===== config.mk =====
export PLATFORM = sky130hd
export DESIGN_NAME = imm_emul_core
export DESIGN_NICKNAME = d
export VERILOG_FILES = /design/src/rtl/imm_pkg.sv /design/src/rtl/imm_mode_fsm.sv /design/src/rtl/imm_datapath.sv /design/src/rtl/imm_emul_core.sv
export SDC_FILE = /design/constraint.sdc
export NUM_CORES = 2
export LEC_CHECK = 0
export BUFFER_PORTS_ARGS = -buffer_cell sky130_fd_sc_hd__buf_2
export CAP_MARGIN = 30
export CORE_AREA = 5 5 301 332
export DETAILED_ROUTE_END_ITERATION = 12
export DIE_AREA = 0 0 306 337
export PLACE_DENSITY = 0.64
export SLEW_MARGIN = 10
export SYNTH_ARGS = -nofsm -noshare
export SYNTH_HDL_FRONTEND = slang
export SYNTH_SLANG_ARGS = --single-unit

===== constraint.sdc =====
create_clock -name clk -period 13.7 [get_ports clk]
set_input_delay 2.74 -clock clk [delete_from_list [all_inputs] [get_ports clk]]
set_output_delay 2.74 -clock clk [all_outputs]
set_load 0.02 [all_outputs]

===== src/rtl/imm_pkg.sv =====
package imm_pkg;
    // Element form; the encoding equals the mode input value.
    typedef enum logic [1:0] {
        ST_CAP  = 2'd0,
        ST_ACC  = 2'd1,
        ST_BIL  = 2'd2,
        ST_IDLE = 2'd3
    } mode_st_t;
endpackage


===== src/rtl/imm_mode_fsm.sv =====
module imm_mode_fsm
    import imm_pkg::*;
(
    input  logic           clk,
    input  logic           rst_n,
    input  logic           take,
    input  logic [1:0]     mode_in,
    output mode_st_t       cur_st,
    output mode_st_t       req_st,
    output logic           use_hist
);
    mode_st_t state_q;

    // Output process: decode requested form, decide whether history applies.
    always_comb begin
        unique case (mode_in)
            2'd0:    req_st = ST_CAP;
            2'd1:    req_st = ST_ACC;
            2'd2:    req_st = ST_BIL;
            default: req_st = ST_IDLE;
        endcase
        use_hist = (req_st == state_q);
        cur_st   = state_q;
    end

    // State register: moves to the requested form on each accepted sample.
    always_ff @(posedge clk or negedge rst_n) begin
        if (!rst_n)
            state_q <= ST_CAP;
        else if (take)
            state_q <= req_st;
    end

    // an accepted sample always leaves the machine in the requested form
    a_r9_state_follows: assert property (@(posedge clk) disable iff (!rst_n)
        take |=> (state_q == $past(req_st)));
endmodule


===== src/rtl/imm_datapath.sv =====
module imm_datapath
    import imm_pkg::*;
#(
    parameter int DW    = 16,
    parameter int CW    = 16,
    parameter int CFRAC = 14
) (
    input  mode_st_t              form,
    input  logic                  use_hist,
    input  logic signed [DW-1:0]  vin,
    input  logic signed [DW-1:0]  vprev,
    input  logic signed [DW-1:0]  iprev,
    input  logic signed [CW-1:0]  coef,
    output logic signed [DW-1:0]  inext
);
    localparam int AW = DW + CW + 2;
    localparam logic signed [AW-1:0] RND_1 = AW'(1) <<< (CFRAC - 1);
    localparam logic signed [AW-1:0] RND_2 = AW'(1) <<< CFRAC;
    localparam logic signed [AW-1:0] MAXV  = {{(AW-DW+1){1'b0}}, {(DW-1){1'b1}}};
    localparam logic signed [AW-1:0] MINV  = {{(AW-DW+1){1'b1}}, {(DW-1){1'b0}}};
    localparam logic signed [DW-1:0] MAXD  = {1'b0, {(DW-1){1'b1}}};
    localparam logic signed [DW-1:0] MIND  = {1'b1, {(DW-1){1'b0}}};

    logic signed [AW-1:0] vx, vhx, ihx, cx, acc;

    always_comb begin
        vx  = AW'(vin);
        cx  = AW'(coef);
        vhx = use_hist ? AW'(vprev) : '0;
        ihx = use_hist ? AW'(iprev) : '0;
        unique case (form)
            ST_CAP:  acc = (cx * (vx - vhx) + RND_1) >>> CFRAC;
            ST_ACC:  acc = ihx + ((cx * vx + RND_1) >>> CFRAC);
            ST_BIL:  acc = ihx + ((cx * (vx + vhx) + RND_2) >>> (CFRAC + 1));
            default: acc = '0;
        endcase
        if (acc > MAXV)
            inext = MAXD;
        else if (acc < MINV)
            inext = MIND;
        else
            inext = acc[DW-1:0];
    end

    // idle form never produces a nonzero command
    always_comb begin
        if (form == ST_IDLE)
            a_r11_idle_comb: assert (inext == '0);
    end
endmodule


===== src/rtl/imm_emul_core.sv =====
module imm_emul_core
    import imm_pkg::*;
#(
    parameter int DW    = 16,
    parameter int CW    = 16,
    parameter int CFRAC = 14
) (
    input  logic                  clk,
    input  logic                  rst_n,
    input  logic                  clear,
    input  logic                  in_valid,
    input  logic [1:0]            mode,
    input  logic signed [CW-1:0]  coef,
    input  logic signed [DW-1:0]  vin,
    output logic                  out_valid,
    output logic signed [DW-1:0]  iout
);
    logic                  take;
    logic                  use_hist;
    mode_st_t              cur_st, req_st;
    logic signed [DW-1:0]  vprev_q, iout_q, inext;
    logic                  ovld_q;

    assign take = in_valid && !clear;

    imm_mode_fsm u_fsm (
        .clk      (clk),
        .rst_n    (rst_n),
        .take     (take),
        .mode_in  (mode),
        .cur_st   (cur_st),
        .req_st   (req_st),
        .use_hist (use_hist)
    );

    imm_datapath #(.DW(DW), .CW(CW), .CFRAC(CFRAC)) u_dp (
        .form     (req_st),
        .use_hist (use_hist),
        .vin      (vin),
        .vprev    (vprev_q),
        .iprev    (iout_q),
        .coef     (coef),
        .inext    (inext)
    );

    // History and zero-order-hold output registers.
    always_ff @(posedge clk or negedge rst_n) begin
        if (!rst_n) begin
            vprev_q <= '0;
            iout_q  <= '0;
            ovld_q  <= 1'b0;
        end else if (clear) begin
            vprev_q <= '0;
            iout_q  <= '0;
            ovld_q  <= 1'b0;
        end else if (in_valid) begin
            vprev_q <= vin;
            iout_q  <= inext;
            ovld_q  <= 1'b1;
        end else begin
            ovld_q  <= 1'b0;
        end
    end

    assign out_valid = ovld_q;
    assign iout      = iout_q;

    a_r7_valid_follows: assert property (@(posedge clk) disable iff (!rst_n)
        take |=> out_valid);
    a_r8_hold: assert property (@(posedge clk) disable iff (!rst_n)
        (!in_valid && !clear) |=> ($stable(iout) && $stable(vprev_q) && !out_valid));
    a_r10_clear: assert property (@(posedge clk) disable iff (!rst_n)
        clear |=> (iout == '0 && vprev_q == '0 && !out_valid));
    a_r11_idle_zero: assert property (@(posedge clk) disable iff (!rst_n)
        (take && mode == 2'd3) |=> (iout == '0));
    a_r2_flat_zero: assert property (@(posedge clk) disable iff (!rst_n)
        (take && mode == 2'd0 && cur_st == ST_CAP && vin == vprev_q) |=> (iout == '0));
endmodule


==> flow_summary.toml <==
[route]
avgViaCountPerCell = 5.00
antenna_violating_nets_post_route = 0
drt_pre_antenna_iters = 5
drtIter0Drc = 1659
drt-total-wl_um = 103000
wl_per_cell_um = 18.1
remaining_drc_errors = 0
detailroute.via_count = 28500

[placed_design]
dp.final_hpwl_um = 83300
postPlaceCellArea_um2 = 41000
dp.cells = 5675
portBuffers = 54
gp_congestion = 0.902

[clock_tree]
clock_insertion_delay_at_the_later_pin_of_the_skew_report_ns = 0.31
cts-root-buf = "clkbuf_16"
clk_transition_reported_paths_ns = 0.07
clock_sink_count = 35
cts_htree_levels = 2
clock_tree.buffer_depth = 2
cts_tree = "yes"
numCtsBuffers = 5

[sta]
timing.hold.ws_ns = 0.507
finalSetupViolations = 0
slew_headroom_pct = 34.3
rsz0062_at_grt = "true"
fmax_ghz = 0.0744
timing.clock.skew_ns = 0.00903
worst-slew-pin-transition_ns = 0.982
post-route-period-util_pct = 98.1
final.min_clock_period_ns = 13.44
report.final.slew_viol_count = 0
final_hold_violating_endpoints = 0

[worst_setup_path]
timing.critical_path.from = "mode[1]"
rr_startpoint = "u_fsm.cur_st[0]"
cp_slowest_stage_delay_ns = 0.55
cp_common_cell = "fa_1"
cp-start-kind = "primary input"
r2r_cells = 50
crit_path_max_fanout = 15
endpoint_type_of_the_worst_setup_path = "flop"
setup.reg_to_reg.worst_slack_ns = 2.71
worstPathArrival_ns = 13.63
crit_path_end = "iout[1]"
timing.setup.critical_path_class = "primary input to flop"
cpMaxStageDelayCell = "fa_1"
worst_ep_required_time_ns = 13.89
r2r_end = "iout[1]"

[global_routing]
pin_count_of_the_biggest_net_entering_global_routing = 71
via_count_of_the_first_global_routing_pass = 31200
grt.total_usage_pct = 20.8
antenna_found_initial = 9
grt_pass1_wl_um = 170000
congestion_overflow_gr = 0

[finish]
layout_nets = 5708
final-instance-count-excl-fill = 5706
drive_gt1_share_pct = 8.92
finish.instance_area_um2 = 41600
n_fill_cell = 9512
area.growth.synth_to_final_pct = 9.30

[yosys]
synth.avg_cell_area_um2 = 8.81
synth.cell_area_um2 = 38100
synth_flop_cell = "dfrtp_1"
synth.area.top_cells = "fa_1 49%, inv_1 11%, ha_1 10%"
synth.largest_area_cell = "fa_1"
synth.net_count = 5615
number_of_synthesized_flops_with_an_enable_pin = 0
synth_cells = 4324
async_reset_ff_share_pct = 100
ys_seq_elements = 35
yosysWarningCount = 0
yosysMostFrequentCell = "inv_1"
synth_top_cell_area_share_pct = 49.3
synth_top_cells_by_count = "1119 x inv_1, 938 x fa_1, 605 x nand2_1"
seq_area_frac_synth_pct = 2.30
netlist-cell-type-count = 71

[worst_hold_path]
hp-class = "flop to flop"
hold_crit_depth = 2
worstHoldStart = "u_fsm.cur_st[1]"

[floorplanning]
design.core.area_um2 = 96500
die_width_um = 306
fp-row-count = 120
ioPinCount = 55
start_util_pct = 39.5
die_area_um2 = 103000
die-height_um = 337

[run_status]
status = "completed"

[job]
drv_cap = 0
==> cell type report <==
cell class	count	area (um2)	area share, %
Antenna cell	7	17.5	0.0421
Clock buffer	5	125	0.300
Clock inverter	3	43.8	0.105
Inverter	1120	4200	10.1
Multi-Input combinational cell	2953	32500	78.1
Sequential cell	35	876	2.10
Tap cell	1281	1600	3.85
Timing Repair Buffer	302	2260	5.42
==> flip-flops by register name (all words and copies together) (netlist names) <==
register and count:
iout 16, vprev_q 16, u_fsm.cur_st 2, out_valid 1
==> through the flow <==
stage / TNS [ns] / setup slack, ns / utilization [%]
after floorplan: 0 / 0.0489 / -
after global placement: -12.56 / -0.829 / 42.5
after detailed placement: -13.82 / -0.926 / 42.5
after CTS: 0 / 0.00882 / 42.7
after global routing: -3.39 / -0.244 / 43.1
final: 0 / 0.262 / 43.1
==> per-layer routing <==
layer | vias to the layer above | track usage [%] | part of all wire [%]
li1 | 12700 | - | -
met1 | 14800 | 27.1 | 41
met2 | 825 | 36.2 | 49
met3 | 197 | 2.93 | 6.3
met4 | 2 | 6.14 | 3.5
met5 | - | 0 | 0.019
==> worst min-delay path by stage <==
| stage | slack, ns | endpoint |
|---|---|---|
| after floorplan | 0.47 | u_fsm.cur_st[1] |
| after global placement | 0.48 | u_fsm.cur_st[1] |
| after detailed placement | 0.50 | u_fsm.cur_st[1] |
| after CTS | 0.51 | u_fsm.cur_st[1] |
| after global routing | 0.53 | u_fsm.cur_st[1] |
| final | 0.51 | u_fsm.cur_st[1] |
==> critical path: cells and delay by family <==
| kind | cells | cell delay [ns] |
|---|---|---|
| buf+inv | 11 | 1.16 |
| xor+xnor | 4 | 0.65 |
| fa+ha+maj | 10 | 4.05 |
| compound gates | 19 | 3.04 |
| simple gates | 10 | 1.94 |
==> layout by cell type, fill, tap and decap left out, drive strengths merged, types with 30 or more instances in the layout <==
cell    netlist  routed
xor2         39      39
fa          938     938
a21oi        73      73
ha          315     315
inv        1119    1119
dfrtp        35      35
nand2b       81      81
o21ai        59      59
nor2b        49      49
xnor2        99      99
a21o         30      30
nand2       605     605
buf          11     302
and2        352     352
nor2         85      85
==> repair_timing <==
action	in CTS	in global routing
hold buffers	0	0
gates resized for setup	11	69
pin swaps	11	49
endpoints found under the setup margin	15	16
buffers inserted	4	12
cloned	0	0
==> cells by family (layout without fill, tap and decap cells) <==
logic type / Yosys count / count (layout) / share of synthesized area, %
adders and majority gates: 1253 / 1253 / 59.6
and+or+nand+nor: 1250 / 1250 / 16.0
AOI/OAI and AO/OA: 293 / 293 / 5.20
buffers and inverters: 1336 / 1430 / 13.2
xor gates and xnor gates: 139 / 139 / 3.23
DFF: 35 / 35 / 2.30
muxes: 18 / 18 / 0.476
other: 0 / 7 / 0
Power is not shown: default switching activity piles up to over one toggle a cycle in this logic, so the estimate is an artifact.
